File: config.mk
export PLATFORM = sky130hd
export DESIGN_NAME = tristate_ctl_serializer
export DESIGN_NICKNAME = d
export VERILOG_FILES = /design/src/rtl/tsc_pkg.sv /design/src/rtl/tsc_period_counter.sv /design/src/rtl/tsc_slot_mapper.sv /design/src/rtl/tsc_lane_gate.sv /design/src/rtl/tristate_ctl_serializer.sv
export SDC_FILE = /design/constraint.sdc
export NUM_CORES = 1
export LEC_CHECK = 0
export BUFFER_PORTS_ARGS = -buffer_cell sky130_fd_sc_hd__buf_2
export CORE_ASPECT_RATIO = 2
export CORE_UTILIZATION = 35
export DETAILED_ROUTE_END_ITERATION = 7
export PLACE_DENSITY = 0.68
export SLEW_MARGIN = 20
export SYNTH_ARGS = -nofsm -noshare
export SYNTH_HDL_FRONTEND = slang
export SYNTH_SLANG_ARGS = --single-unit
File: constraint.sdc
create_clock -name clk -period 2.5 [get_ports clk]
set_input_delay 0 -clock clk [delete_from_list [all_inputs] [get_ports clk]]
set_output_delay 0 -clock clk [all_outputs]
set_load 0.02 [all_outputs]
File: src/rtl/tsc_pkg.sv
package tsc_pkg;

    // Sequencing states of the serializer
    typedef enum logic [0:0] {
        ST_IDLE = 1'b0,
        ST_RUN  = 1'b1
    } tsc_state_e;

endpackage

File: src/rtl/tsc_period_counter.sv
module tsc_period_counter #(
    parameter int PERIODS = 2048,
    localparam int AW = $clog2(PERIODS)
) (
    input  logic          clk,
    input  logic          rst_n,
    input  logic          frame_pulse,
    output logic [AW-1:0] period_q
);

    localparam logic [AW-1:0] LAST = AW'(PERIODS - 1);

    // Frame pulse forces period 0 next; otherwise count and wrap
    always_ff @(posedge clk) begin
        if (!rst_n) begin
            period_q <= '0;
        end else if (frame_pulse) begin
            period_q <= '0;
        end else if (period_q == LAST) begin
            period_q <= '0;
        end else begin
            period_q <= period_q + AW'(1);
        end
    end

endmodule

File: src/rtl/tsc_slot_mapper.sv
module tsc_slot_mapper #(
    parameter int PERIODS = 2048,
    parameter int LEAD    = 5,
    localparam int AW = $clog2(PERIODS)
) (
    input  logic [AW-1:0] period_q,
    input  logic          frame_pulse,
    output logic [AW-1:0] slot_addr
);

    // Slot needed in the coming period: that period's number plus the lead, modulo the frame
    int unsigned nxt;
    int unsigned sum;

    always_comb begin
        if (frame_pulse) begin
            nxt = 0;
        end else if (int'(period_q) == PERIODS - 1) begin
            nxt = 0;
        end else begin
            nxt = int'(period_q) + 1;
        end
        sum = nxt + LEAD;
        if (sum >= PERIODS) begin
            sum = sum - PERIODS;
        end
        slot_addr = AW'(sum);
    end

endmodule

File: src/rtl/tsc_lane_gate.sv
module tsc_lane_gate (
    input  logic enable,
    input  logic ctl_bit,
    output logic ctl_line
);

    // A line stays at 0 (high impedance) until sequencing is running
    always_comb begin
        ctl_line = enable & ctl_bit;
    end

endmodule

File: src/rtl/tristate_ctl_serializer.sv
module tristate_ctl_serializer
    import tsc_pkg::*;
#(
    parameter int LANES    = 4,
    parameter int GROUPS   = 4,
    parameter int CHANNELS = 512,
    parameter int LEAD     = 5,
    localparam int PERIODS = CHANNELS * GROUPS,
    localparam int AW      = $clog2(PERIODS)
) (
    input  logic             clk,
    input  logic             rst_n,
    input  logic             frame_pulse,
    output logic             rd_en,
    output logic [AW-1:0]    rd_addr,
    input  logic [LANES-1:0] rd_data,
    output logic [LANES-1:0] ctl_out
);

    tsc_state_e    state_q;
    tsc_state_e    state_d;
    logic          lanes_en;
    logic [AW-1:0] period_q;

    // State register
    always_ff @(posedge clk) begin
        if (!rst_n) begin
            state_q <= ST_IDLE;
        end else begin
            state_q <= state_d;
        end
    end

    // Next state
    always_comb begin
        state_d = state_q;
        unique case (state_q)
            ST_IDLE: if (frame_pulse) state_d = ST_RUN;
            ST_RUN:  state_d = ST_RUN;
            default: state_d = ST_IDLE;
        endcase
    end

    // Outputs of the machine
    always_comb begin
        rd_en    = 1'b0;
        lanes_en = 1'b0;
        unique case (state_q)
            ST_IDLE: begin
                rd_en    = frame_pulse;
                lanes_en = 1'b0;
            end
            ST_RUN: begin
                rd_en    = 1'b1;
                lanes_en = 1'b1;
            end
            default: begin
                rd_en    = 1'b0;
                lanes_en = 1'b0;
            end
        endcase
    end

    tsc_period_counter #(
        .PERIODS (PERIODS)
    ) u_counter (
        .clk         (clk),
        .rst_n       (rst_n),
        .frame_pulse (frame_pulse),
        .period_q    (period_q)
    );

    tsc_slot_mapper #(
        .PERIODS (PERIODS),
        .LEAD    (LEAD)
    ) u_mapper (
        .period_q    (period_q),
        .frame_pulse (frame_pulse),
        .slot_addr   (rd_addr)
    );

    for (genvar i = 0; i < LANES; i++) begin : g_lane
        tsc_lane_gate u_gate (
            .enable   (lanes_en),
            .ctl_bit  (rd_data[i]),
            .ctl_line (ctl_out[i])
        );
    end

endmodule

# Word-level counts from Yosys, hierarchy flattened
# Index checks and enable logic that the tools add are counted.
# word_totals
register_bits	12
out_inout_bits	16
word_cells	23
# op_classes
n_addsub	4
order_cmp	1
n_eq_ne	2
mux	7
bitwise_logic	6
n_reduce_logical	1
# op_table
cell	count
2-to-1 mux 32 bit	2
adder 32 x 3 -> 32 bit, second input constant	1
>= comparator 32 x 12 -> 1 bit, second input constant	1
adder 11 x 1 -> 12 bit, second input constant	1
adder 11 x 1 -> 11 bit, second input constant	1
== test 11 x 1 -> 1 bit, second input constant	1
== test 11 bit, second input constant	1
2-to-1 mux 11 bit	1
subtractor 11 x 1 -> 11 bit, second input constant	1
case mux 1 bit (2 select lines)	3
AND 1 bit	4
OR reduction 3 bit	1
NOT 1 bit	2
2-to-1 mux 1 bit	1

# Logic depth before layout (Yosys ltp)
# logic_depth
depth_word	6
depth_mapped	11
ltp_nobuf	9

# Cells and area by module
# Synthesis repeated with hierarchy kept, for this count alone.
# hier_totals
hier_cells	154
area_unflattened_um2	1193.6
# modules_own_cells
module	instances	cells_per_inst	area_per_inst_um2	seq_area_each_um2
tsc_slot_mapper	1	96	654.4	0.0
tsc_period_counter	1	51	480.5	220.2
tristate_ctl_serializer	1	3	33.8	20.0
tsc_lane_gate	4	1	6.3	0.0

# Worst setup path after synthesis
# OpenSTA, ideal clock, no wires.
# synth_timing
kind	reg-to-output
from	reg u_counter.period_q[2]
to	out rd_addr[8]
arrival_ps	2657
required_ps	2500
path_slack_ps	-157
path_stages_with_launch	12
n_path_buf	2
cell_sequence	dfxtp_1 > buf_4 > and4_1 > clkbuf_1 > a41oi_1 > nand2b_1 > inv_1 > ha_1 > a21oi_1 > nor3_1 > nand4_1 > xnor2_1
# synth_between
elab_chain_cells	6
word_cells_on_any_way	8
# synth_lines
item	line_no	text
from (decl)	tsc_period_counter.sv:8	output logic [AW-1:0] period_q
from (signal assigned)	tsc_period_counter.sv:22	period_q <= period_q + AW'(1);
adder 11 x 1 -> 12 bit or == test 11 x 1 -> 1 bit (tied branches)	tsc_slot_mapper.sv:21, tsc_slot_mapper.sv:18	
2-to-1 mux 32 bit *	tsc_slot_mapper.sv:18	end else if (int'(period_q) == PERIODS - 1) begin
2-to-1 mux 32 bit *	tsc_slot_mapper.sv:16	if (frame_pulse) begin
adder 32 x 3 -> 32 bit *	tsc_slot_mapper.sv:23	sum = nxt + LEAD;
>= comparator 32 x 12 -> 1 bit or subtractor 11 x 1 -> 11 bit (tied branches)	tsc_slot_mapper.sv:24, tsc_slot_mapper.sv:25	
2-to-1 mux 11 bit *	tsc_slot_mapper.sv:24	if (sum >= PERIODS) begin
to (decl)	tristate_ctl_serializer.sv:15	output logic [AW-1:0] rd_addr,
# Mark *: on every way between the ends. The rest lies on a longest branch, timed or not.

# Final worst setup path
# layout_timing
from	reg u_counter.period_q[4]
to	out rd_addr[10]
# The elaborated chain is that of the path after synthesis.

==> impl_results.md <==
- Outcome: finished clean
- Ant diodes: 0
- Critical path arrival: 2.37 ns
- Clk buf depth: 2
- Setup_tns: 0 ns
- RSZ-0062 raised after global routing: false
- Flops & latches, synth: 12
- Hpwl dp: 1800 um
- Worst-path clk slew: 0.05 ns
- Setup slack after layout: 0.132 ns
- Placed cells: 161
- Die Span Y: 74.8 um
- Setup CP Type: flop to output pin
- WL/cell: 13.7 um
- Async S/R FF share, synth: 0
- CP required: 2.50 ns
- Worst hold margin: 0.0428 ns
- Io pins: 23
- Highest metal used: met4
- CP Capture Type: output pin
- Vias in the first global route: 831
- Htree depth: 1
- Synth area leader: dfxtp_1
- Starting density of the core: 0.365
- Post-synth EDFFs: 0
- Pin count of the biggest net entering global routing: 13
- Met3 wire length: 100 um
- 1st-pass router iterations: 4
- Max Fclk: 422 MHz
- Post-layout nets: 147
- Worst VDD drop: 0.224 mV
- PortBufs: 22
- Initial antenna violation count: 0
- CTS buffer count: 3
- DRC errors left: 0
- Sequential share of the synthesized area: 0.259
- Share of cells above drive strength 1: 0.331
- Root Driver: clkbuf_8
- Mean Syn Cell Area: 7.92 um2
- Setup Buffers After CTS: 0
- Worst clock skew: 0.00275 ns
- Layout area overhead: 23.9%
- Worst setup SP type: flop
- Clock Latency Late Sink: 0.25 ns
- Via/cell ratio: 5.41
- GRT Util Overall: 0.181
- Prevailing post-synth register cell: dfxtp_1
- Total Routed Length: 2240 um
- HP Class: input port to flop
- Grt total ovfl: 0
- Core region area: 2540 um2
- Synth cell count leaders: dfxtp_1 (12), and2_1 (9), nor2_1 (9)
- Clk sink count: 12
- M1 wire length: 840 um
- Clock period minus worst slack: 2.37 ns
- Final RePlAce weighted congestion: 0.891
- Critical path fanouts, max: 7
- Syn Nets: 126
- Met2 wire length: 1150 um
- Most frequent cell after synthesis: dfxtp_1
- Final setup fails: 0
- Post-synth cell types: 36
- Top cell type's share of synthesized area: 0.259
- Antenna-violating nets left: 0
- Pwr dens: 376 nW/um2
- Hold depth: 2
- Cell count after synthesis: 117
- Final hold viol count: 0
- Placement row count: 26
- 1st-iter DRT viols: 17
- Dpl ws: 0.153 ns
- Leakage: 0.493 nW
- Die width: 38.4 um
- Post-route clock period utilization: 0.947
- Final Slew Violations: 0
- First-pass GRT wire length: 3620 um
- R2R depth: 4
- Total number of vias: 888
- Slew @ Worst Pin: 0.434 ns
- Synthesized cell area: 927 um2
- Max-slew headroom: 0.710
- Max Cap Viol: 0
- Yosys warns: 0
- Top post-synthesis cells by area: dfxtp_1 (26%), xnor2_1 (7.6%), and2_1 (6.1%), xor2_1 (4.7%), nand3_1 (4.3%)
- Cell Count, Final, Fillers Out: 164
- CTS tree: done
- Post-layout util: 0.453
- Die ar.: 2870 um2
-- worst max-delay path: stages, from the launching register on --
cell and delay, ns:
dfxtp_1 0.46, and4_4 0.33, a41oi_4 0.15, and2_1 0.19, ha_1 0.22, a21oi_1 0.21
nor3_2 0.10, nand4b_1 0.17, xnor2_2 0.12, buf_2 0.18
-- layer usage --
layer | global-route usage | vias up
met3 | 0.0177 | 11
met2 | 0.318 | 32
met4 | 0.157 | 0
met1 | 0.177 | 402
met5 | 0 | -
li1 | - | 443
-- metrics by stage --
step | total power [mW] | area (um2)
CTS | 0.433 | 1120
finish | 0.432 | 1150
floorplan | 0.240 | 957
global placement | 0.255 | 1070
detailed placement | 0.256 | 1070
global route | 0.452 | 1150
-- final timing paths --
kind,endpoint,slack [ns],start
worst max-delay path,rd_addr[10],0.13,u_counter.period_q[4]$_SDFF_PP0_
worst min-delay path,u_counter.period_q[5]$_SDFF_PP0_,0.04,rst_n
worst max register to register,u_counter.period_q[5]$_SDFF_PP0_,0.92,u_counter.period_q[0]$_SDFF_PP0_
worst min register to register,u_counter.period_q[0]$_SDFF_PP0_,0.54,u_counter.period_q[0]$_SDFF_PP0_
-- placed cells by master, fill, tap and decap left out, types with 3 or more instances in the layout --
master	Yosys	final
buf_2	2	22
nand4_1	4	4
nand2_1	8	8
nor2_1	9	9
buf_4	5	3
nand3_1	8	8
a21oi_1	6	5
xnor2_2	0	3
xnor2_1	8	5
inv_1	5	5
clkbuf_8	0	3
xor2_1	5	5
o21ai_0	3	3
and2_1	9	9
dfxtp_1	12	12
-- final cells by class --
type / count / area (um2)
Clock buffer: 3 / 41.3
Inverter: 5 / 18.8
Multi-Input combinational cell: 91 / 681
Timing Repair Buffer: 25 / 133
Fill cell: 247 / 1390
Sequential cell: 12 / 240
Tap cell: 28 / 35.0
-- power breakdown --
| group | internal, mW | switching, mW | leakage [nW] |
|---|---|---|---|
| Sequential | 0.194 | 0.00397 | 0.0973 |
| Combinational | 0.0226 | 0.0340 | 0.374 |
| Clock | 0.106 | 0.0711 | 0.0216 |
| Total | 0.323 | 0.109 | 0.493 |
-- registers in the layout, summed over array words and instances (netlist names) --
name,count
state_q,1
u_counter.period_q,11
-- kinds of logic (layout without fill, tap and decap cells) --
family / after synthesis / after routing / synth area share
simple gates: 56 / 56 / 0.341
compound gates: 17 / 17 / 0.132
buf+inv: 14 / 33 / 0.0796
xor+xnor: 13 / 13 / 0.123
flops: 12 / 12 / 0.259
mux: 3 / 3 / 0.0378
fa+ha+maj: 2 / 2 / 0.0270
-- repair_timing --
item,in CTS,in global routing
resized for setup,2,7
hold buffers,0,0
setup endpoints to repair,3,5
pin swaps,0,2
No activity file was read; power rests on OpenSTA's default activity.
